--- config.mk ---
export PLATFORM = sky130hd
export DESIGN_NAME = da_twiddle_mul
export DESIGN_NICKNAME = d
export VERILOG_FILES = /design/src/rtl/da_twiddle_pkg.sv /design/src/rtl/da_bit_serializer.sv /design/src/rtl/da_sum_table.sv /design/src/rtl/da_scale_acc.sv /design/src/rtl/da_twiddle_mul.sv
export SDC_FILE = /design/constraint.sdc
export NUM_CORES = 1
export LEC_CHECK = 0
export CAP_MARGIN = 20
export CORE_MARGIN = 1
export CORE_UTILIZATION = 50
export CTS_BUF_LIST = sky130_fd_sc_hd__clkbuf_4
export CTS_CLUSTER_SIZE = 30
export DETAILED_ROUTE_END_ITERATION = 12
export PLACE_DENSITY = 0.71
export SYNTH_ARGS = -nofsm -noshare
export SYNTH_HDL_FRONTEND = slang
export SYNTH_SLANG_ARGS = --single-unit
--- constraint.sdc ---
create_clock -name clk -period 10.61 [get_ports clk]
set_clock_uncertainty 0.15 [all_clocks]
set_input_delay 2.6525 -clock clk [delete_from_list [all_inputs] [get_ports clk]]
set_output_delay 2.6525 -clock clk [all_outputs]
set_load 0.005 [all_outputs]
--- src/rtl/da_twiddle_pkg.sv ---
// Shared types and the coefficient pair table for the twiddle multiplier.
// Assumes coefficients fit a 10-bit signed word at a scale of 256.
package da_twiddle_pkg;
    localparam int COEF_W   = 10;
    localparam int TW_IDX_W = 3;
    localparam int TW_NUM   = 1 << TW_IDX_W;

    typedef logic signed [COEF_W-1:0] coef_t;

    typedef struct packed {
        coef_t c_val;
        coef_t d_val;
    } coef_pair_t;

    // cos/sin of k*22.5 degrees, scaled by 256 and rounded
    function automatic coef_pair_t twiddle_pair(input logic [TW_IDX_W-1:0] idx);
        coef_pair_t p;
        case (idx)
            3'd0:    begin p.c_val =  10'sd256; p.d_val = 10'sd0;   end
            3'd1:    begin p.c_val =  10'sd237; p.d_val = 10'sd98;  end
            3'd2:    begin p.c_val =  10'sd181; p.d_val = 10'sd181; end
            3'd3:    begin p.c_val =  10'sd98;  p.d_val = 10'sd237; end
            3'd4:    begin p.c_val =  10'sd0;   p.d_val = 10'sd256; end
            3'd5:    begin p.c_val = -10'sd98;  p.d_val = 10'sd237; end
            3'd6:    begin p.c_val = -10'sd181; p.d_val = 10'sd181; end
            3'd7:    begin p.c_val = -10'sd237; p.d_val = 10'sd98;  end
            default: begin p.c_val =  10'sd0;   p.d_val = 10'sd0;   end
        endcase
        return p;
    endfunction
endpackage

--- src/rtl/da_bit_serializer.sv ---
// Input shift register: loads both operands together and presents their
// current bits, least significant first. Assumes shift is high for
// exactly DATA_W cycles after a load.
module da_bit_serializer #(
    parameter int DATA_W = 8
) (
    input  logic              clk,
    input  logic              rst_n,
    input  logic              load,
    input  logic              shift,
    input  logic [DATA_W-1:0] a_data,
    input  logic [DATA_W-1:0] b_data,
    output logic              a_bit,
    output logic              b_bit
);
    logic [DATA_W-1:0] a_sr;
    logic [DATA_W-1:0] b_sr;

    // Load operands on accept, otherwise move one bit toward the LSB
    always_ff @(posedge clk) begin
        if (!rst_n) begin
            a_sr <= '0;
            b_sr <= '0;
        end else if (load) begin
            a_sr <= a_data;
            b_sr <= b_data;
        end else if (shift) begin
            a_sr <= a_sr >> 1;
            b_sr <= b_sr >> 1;
        end
    end

    // Present the bit pair for the current step
    always_comb begin
        a_bit = a_sr[0];
        b_bit = b_sr[0];
    end
endmodule

--- src/rtl/da_sum_table.sv ---
// Four-entry table of coefficient sums, addressed by {b_bit, a_bit}.
// Entry g holds (g[0] ? c : 0) - (g[1] ? d : 0). It is filled from the
// selected pair on load and held for the whole operation.
module da_sum_table
    import da_twiddle_pkg::*;
#(
    parameter int TBL_W = COEF_W + 1
) (
    input  logic                    clk,
    input  logic                    rst_n,
    input  logic                    load,
    input  logic [TW_IDX_W-1:0]     tw_idx,
    input  logic [1:0]              sel,
    output logic signed [TBL_W-1:0] sum
);
    localparam int ENTRIES = 4;

    coef_pair_t              pair;
    logic signed [TBL_W-1:0] c_ext;
    logic signed [TBL_W-1:0] d_ext;
    logic signed [TBL_W-1:0] ent [ENTRIES];

    // Pick the pair and widen both coefficients
    always_comb begin
        pair  = twiddle_pair(tw_idx);
        c_ext = TBL_W'(pair.c_val);
        d_ext = TBL_W'(pair.d_val);
    end

    for (genvar g = 0; g < ENTRIES; g++) begin : g_ent
        localparam bit USE_C = (g % 2) == 1;
        localparam bit USE_D = (g / 2) == 1;
        // Precompute this entry's coefficient sum at load
        always_ff @(posedge clk) begin
            if (!rst_n) begin
                ent[g] <= '0;
            end else if (load) begin
                ent[g] <= (USE_C ? c_ext : '0) - (USE_D ? d_ext : '0);
            end
        end
    end

    // Read the entry for the current bit pair
    always_comb sum = ent[sel];
endmodule

--- src/rtl/da_scale_acc.sv ---
// Scaling accumulator: adds (or subtracts on the sign step) a table value
// to the upper part of a full-precision product, then shifts the whole
// product right by one. After DATA_W steps it holds the exact product, and
// the result register captures it shifted right by FRAC_W (rounding down).
module da_scale_acc #(
    parameter int TBL_W  = 11,
    parameter int DATA_W = 8,
    parameter int FRAC_W = 8
) (
    input  logic                   clk,
    input  logic                   rst_n,
    input  logic                   clear,
    input  logic                   step,
    input  logic                   negate,
    input  logic                   finish,
    input  logic signed [TBL_W-1:0] tbl_val,
    output logic signed [TBL_W+1+DATA_W-FRAC_W-1:0] result
);
    localparam int HI_W   = TBL_W + 1;
    localparam int FULL_W = HI_W + DATA_W;
    localparam int RES_W  = FULL_W - FRAC_W;

    logic signed [HI_W-1:0]   hi;
    logic        [DATA_W-1:0] lo;
    logic signed [HI_W-1:0]   addend;
    logic signed [HI_W-1:0]   sum;
    logic signed [FULL_W-1:0] nxt;

    // Signed add of this step's weight, then halve the whole product
    always_comb begin
        addend = negate ? -HI_W'(tbl_val) : HI_W'(tbl_val);
        sum    = hi + addend;
        nxt    = $signed({sum, lo}) >>> 1;
    end

    // Running product: clear on accept, update on each step
    always_ff @(posedge clk) begin
        if (!rst_n || clear) begin
            hi <= '0;
            lo <= '0;
        end else if (step) begin
            hi <= nxt[FULL_W-1:DATA_W];
            lo <= nxt[DATA_W-1:0];
        end
    end

    // Capture the rescaled product on the last step
    always_ff @(posedge clk) begin
        if (!rst_n) begin
            result <= '0;
        end else if (finish) begin
            result <= nxt[FULL_W-1:FULL_W-RES_W];
        end
    end
endmodule

--- src/rtl/da_twiddle_mul.sv ---
// Top level: a multiplier-free a*c - b*d against a constant twiddle pair.
// Sequences DATA_W bit-serial steps after an accepted start. The last
// step handles the sign bits. Starts that arrive while busy are ignored.
module da_twiddle_mul
    import da_twiddle_pkg::*;
#(
    parameter int DATA_W = 8,
    parameter int FRAC_W = 8
) (
    input  logic                                clk,
    input  logic                                rst_n,
    input  logic                                start,
    input  logic [DATA_W-1:0]                   a_in,
    input  logic [DATA_W-1:0]                   b_in,
    input  logic [TW_IDX_W-1:0]                 tw_idx,
    output logic                                done,
    output logic signed [COEF_W+2+DATA_W-FRAC_W-1:0] result
);
    localparam int TBL_W = COEF_W + 1;
    localparam int CNT_W = (DATA_W > 1) ? $clog2(DATA_W) : 1;
    localparam logic [CNT_W-1:0] LAST_CNT = CNT_W'(DATA_W - 1);

    logic                    busy;
    logic [CNT_W-1:0]        cnt;
    logic                    accept;
    logic                    last;
    logic                    a_bit;
    logic                    b_bit;
    logic signed [TBL_W-1:0] tbl_val;

    // Accept only when idle; the last step carries the sign bits
    always_comb begin
        accept = start && !busy;
        last   = busy && (cnt == LAST_CNT);
    end

    // Step counter, busy flag and completion pulse
    always_ff @(posedge clk) begin
        if (!rst_n) begin
            busy <= 1'b0;
            cnt  <= '0;
            done <= 1'b0;
        end else begin
            done <= 1'b0;
            if (accept) begin
                busy <= 1'b1;
                cnt  <= '0;
            end else if (busy) begin
                if (last) begin
                    busy <= 1'b0;
                    done <= 1'b1;
                end
                cnt <= cnt + 1'b1;
            end
        end
    end

    da_bit_serializer #(.DATA_W(DATA_W)) u_ser (
        .clk    (clk),
        .rst_n  (rst_n),
        .load   (accept),
        .shift  (busy),
        .a_data (a_in),
        .b_data (b_in),
        .a_bit  (a_bit),
        .b_bit  (b_bit)
    );

    da_sum_table #(.TBL_W(TBL_W)) u_tbl (
        .clk    (clk),
        .rst_n  (rst_n),
        .load   (accept),
        .tw_idx (tw_idx),
        .sel    ({b_bit, a_bit}),
        .sum    (tbl_val)
    );

    da_scale_acc #(.TBL_W(TBL_W), .DATA_W(DATA_W), .FRAC_W(FRAC_W)) u_acc (
        .clk     (clk),
        .rst_n   (rst_n),
        .clear   (accept),
        .step    (busy),
        .negate  (last),
        .finish  (last),
        .tbl_val (tbl_val),
        .result  (result)
    );
endmodule

==> metrics.txt <==
Longest Clk Path Bufs=2; via count=3397; worst flop-to-flop path endpoint=u_acc.hi[9]$_SDFFE_PP0P_; relative slew slack=35.5%; Largest stage delay, worst path=0.62 ns; worst path bufs/invs=4; most common cell after layout, fill and taps aside=nand2_1; die width=98.2 um; core area=0.00885 mm^2; initial antenna violation count=0; Hold Path Class=flip-flop to flip-flop; mux contribution to synthesized area=8.77%; TNS Setup=0 ns; Fillers=824; htree depth=3; Main synth FF type=dfxtp_1; CTS buffer count=9; maximum vdd drop=0.0517 mV; clk slew on worst S/H paths=0.13 ns; RSZ-0062 raised after global routing=false; Gate power share=17.7%; DRT iter0 DRCs=87; switching part of the total=27.3%; routability cong.=0.838; sequential-to-total area share from yosys stat=39.6%; area grow syn2layout=12.0%; global-route wire length before repair=15100 um; outcome=complete, but fails checks; crit path from=tw_idx[0]; Total GRT Usage=19.9%; Die H=98.2 um; adder-cell share of the synthesized area=9.25%; Hold Startpoint=u_acc.result[4]$_SDFFE_PN0N_; flop-to-flop setup slack=6.00 ns; layout cells sized above 1=7.90%; min Tclk post-route=5.96 ns; largest net degree at the start of global routing=55; Post-CTS Resized=0; total chip power=0.645 mW; Worst Hold Path EP=u_acc.result[4]$_SDFFE_PN0N_; delay-heaviest family, CP=compound AO/OA/AOI/OAI gates; commonest non-fill, non-tap cells in the layout=nand2_1, nor2_1, dfxtp_1; Initial Util=52.3%; Hold Crit Depth=2; Post-CTS Setup Repair Bufs=0; CTS tree=built; total grt overflow=0; sequential group share of total power=51.7%; crit-path cells=clkdlybuf4s50_1 > inv_1 > ha_1 > nand2_1 > a21boi_1 > inv_1 > ha_1 > inv_1 > fa_1 > a21o_1 > a21oi_1 > o21a_1 > o211ai_1 > a31oi_1 > xnor2_1 > nor2_1; Final ANT Viol Nets=0; Critical Path RT=10.62 ns; placed cell areas=0.00502 mm^2; Mapped Nets=547; vias in the first global route=3294; P per Cell Area=125 mW/mm^2; crit path kind=primary input to flip-flop; clk sinks=76; Skew-Pair Late Insertion Delay=0.42 ns; design area=0.00518 mm^2; DR vias/cell=5.42; fin nets=569; worst-margin pin slew=0.968 ns; maxcap violations=0; xor/xnor cell area share of the yosys netlist=5.65%; Syn Area/Cell=9.40 um^2; Gate Count Post-Synth=492; Root Driver=clkbuf_4; synth warn=0; CP Launch Type=primary input; # setup viols final=0; complex-gate fraction of the synthesized area=14.4%; WL per Instance=14.2 um; hold buffer count at cts=0; failing checks=design-rule violations; die area=0.00964 mm^2; final wirelength=8930 um; post-synthesis simple-gate area fraction=17.7%; multi-input logic area=0.00259 mm^2; Pint=0.469 mW; Synth async-reset ratio=0%; max-slew violation count=0; DRT Pass-1 Iters=10; main combinational cell family by area after synthesis=simple AND/OR/NAND/NOR gates; number of flops mapped to enable cells by yosys=31; Leakage=2.19 nW; Post-Syn Area=0.00462 mm^2; Max Clk Rate=0.168 GHz; #FFs+latches synth=76; fin util=58.5%; Register Area=0.00183 mm^2; DR DRC count=2; Critical Path Fanout Max=8; Netlist cell types=60; Worst Hold Slack=0.312 ns; HPWL after detailed placement=6450 um; most used cell, CP=inv_1; I/O pin cnt=35; P_sw=0.176 mW; Rows=34; CP arrival=5.97 ns; clock share of power=30.6%; # port buffers=34; fin crit share=56.2%; Crit-path slowest cell=clkdlybuf4s50_1; R2R cell count=14; diodes inserted=0; Worst Setup End Kind=flip-flop; Fin. Hold Viols=0
[stage by stage]
step	setup slack, ns	std cells
floorplan	5.25	492
global placement	4.35	611
detailed placement	4.21	611
CTS	4.67	627
global route	4.36	627
finish	4.65	627
[cell usage after synthesis (all sizes together) (2+ instances only)]
master | number | share of area, %
nor2b | 6 | 0.81
a21oi | 21 | 2.5
nand4 | 5 | 0.68
a211oi | 3 | 0.60
nand4b | 2 | 0.38
mux2 | 11 | 2.8
or3 | 5 | 0.68
or4b | 2 | 0.43
xor2 | 11 | 2.1
mux2i | 27 | 5.9
nor2 | 48 | 3.9
nand2b | 2 | 0.27
clkbuf | 20 | 1.6
dfxtp | 45 | 19
and3 | 3 | 0.41
a31oi | 4 | 0.54
o21bai | 3 | 0.49
nor3 | 10 | 1.3
inv | 27 | 2.2
o21ai | 30 | 3.3
o211ai | 2 | 0.32
nand3 | 6 | 0.65
a21boi | 9 | 1.5
nand2 | 52 | 4.2
buf | 6 | 0.84
ha | 31 | 8.4
a21o | 7 | 1.1
a22o | 10 | 2.1
xnor2 | 18 | 3.6
edfxtp | 31 | 20
o311ai | 2 | 0.38
fa | 2 | 0.87
and2 | 20 | 2.7
[registers in the layout, indices dropped and copies added, names as in the netlist, named ones only]
| register | cells |
|---|---|
| u_tbl.ent | 31 |
| u_acc.hi | 11 |
| u_acc.result | 11 |
| u_ser.a_sr | 8 |
| u_ser.b_sr | 8 |
| cnt | 3 |
| busy | 1 |
| done | 1 |
[worst max-delay path by stage]
stage | endpoint | slack (ns) | cells past startpoint
floorplan | u_tbl.ent[3][10]$_SDFFCE_PN0P_ | 5.25 | 15
global placement | u_tbl.ent[3][10]$_SDFFCE_PN0P_ | 4.35 | 16
detailed placement | u_tbl.ent[3][10]$_SDFFCE_PN0P_ | 4.21 | 16
CTS | u_tbl.ent[3][10]$_SDFFCE_PN0P_ | 4.67 | 16
global route | u_tbl.ent[3][10]$_SDFFCE_PN0P_ | 4.36 | 16
finish | u_tbl.ent[3][10]$_SDFFCE_PN0P_ | 4.65 | 16
[per-layer routing]
layer / track usage (%) / share of wire, % / up-vias
met5: 0 / 0 / -
met3: 3.29 / 2.4 / 13
met1: 23.2 / 47 / 1584
met4: 8.96 / 1.8 / 0
li1: - / - / 1751
met2: 35.7 / 48 / 49
[power groups by stage]
stage	Clock (mW)	Combinational [mW]	Sequential, mW
after global routing	0.215	0.127	0.336
final	0.198	0.114	0.333
after CTS	0.204	0.114	0.334
after global placement	0	0.111	0.339
after floorplan	0	0.0911	0.332
after detailed placement	0	0.114	0.340
[final cells by class]
type,count,area share [%]
Multi-Input combinational cell,363,50.0
Sequential cell,76,35.4
Timing Repair Buffer,37,7.01
Tap cell,108,2.61
Inverter,27,1.96
Clock inverter,7,1.72
Clock buffer,9,1.30
[worst min-delay path: cells and delay by family, from the launching register on]
| kind | cells | cell delay (ns) |
|---|---|---|
| and+or+nand+nor | 1 | 0.05 |
| AOI/OAI and AO/OA | 1 | 0.05 |
| DFF | 1 | 0.33 |
[cell families after synthesis]
| family | after synthesis |
|---|---|
| adder cells (fa/ha/maj) | 33 |
| XOR/XNOR | 29 |
| buffers and inverters | 53 |
| AO/OA/AOI/OAI | 97 |
| multiplexers | 38 |
| flip-flops | 76 |
| AND/OR/NAND/NOR | 166 |
Note: power is estimated with default switching activity, not from simulation.
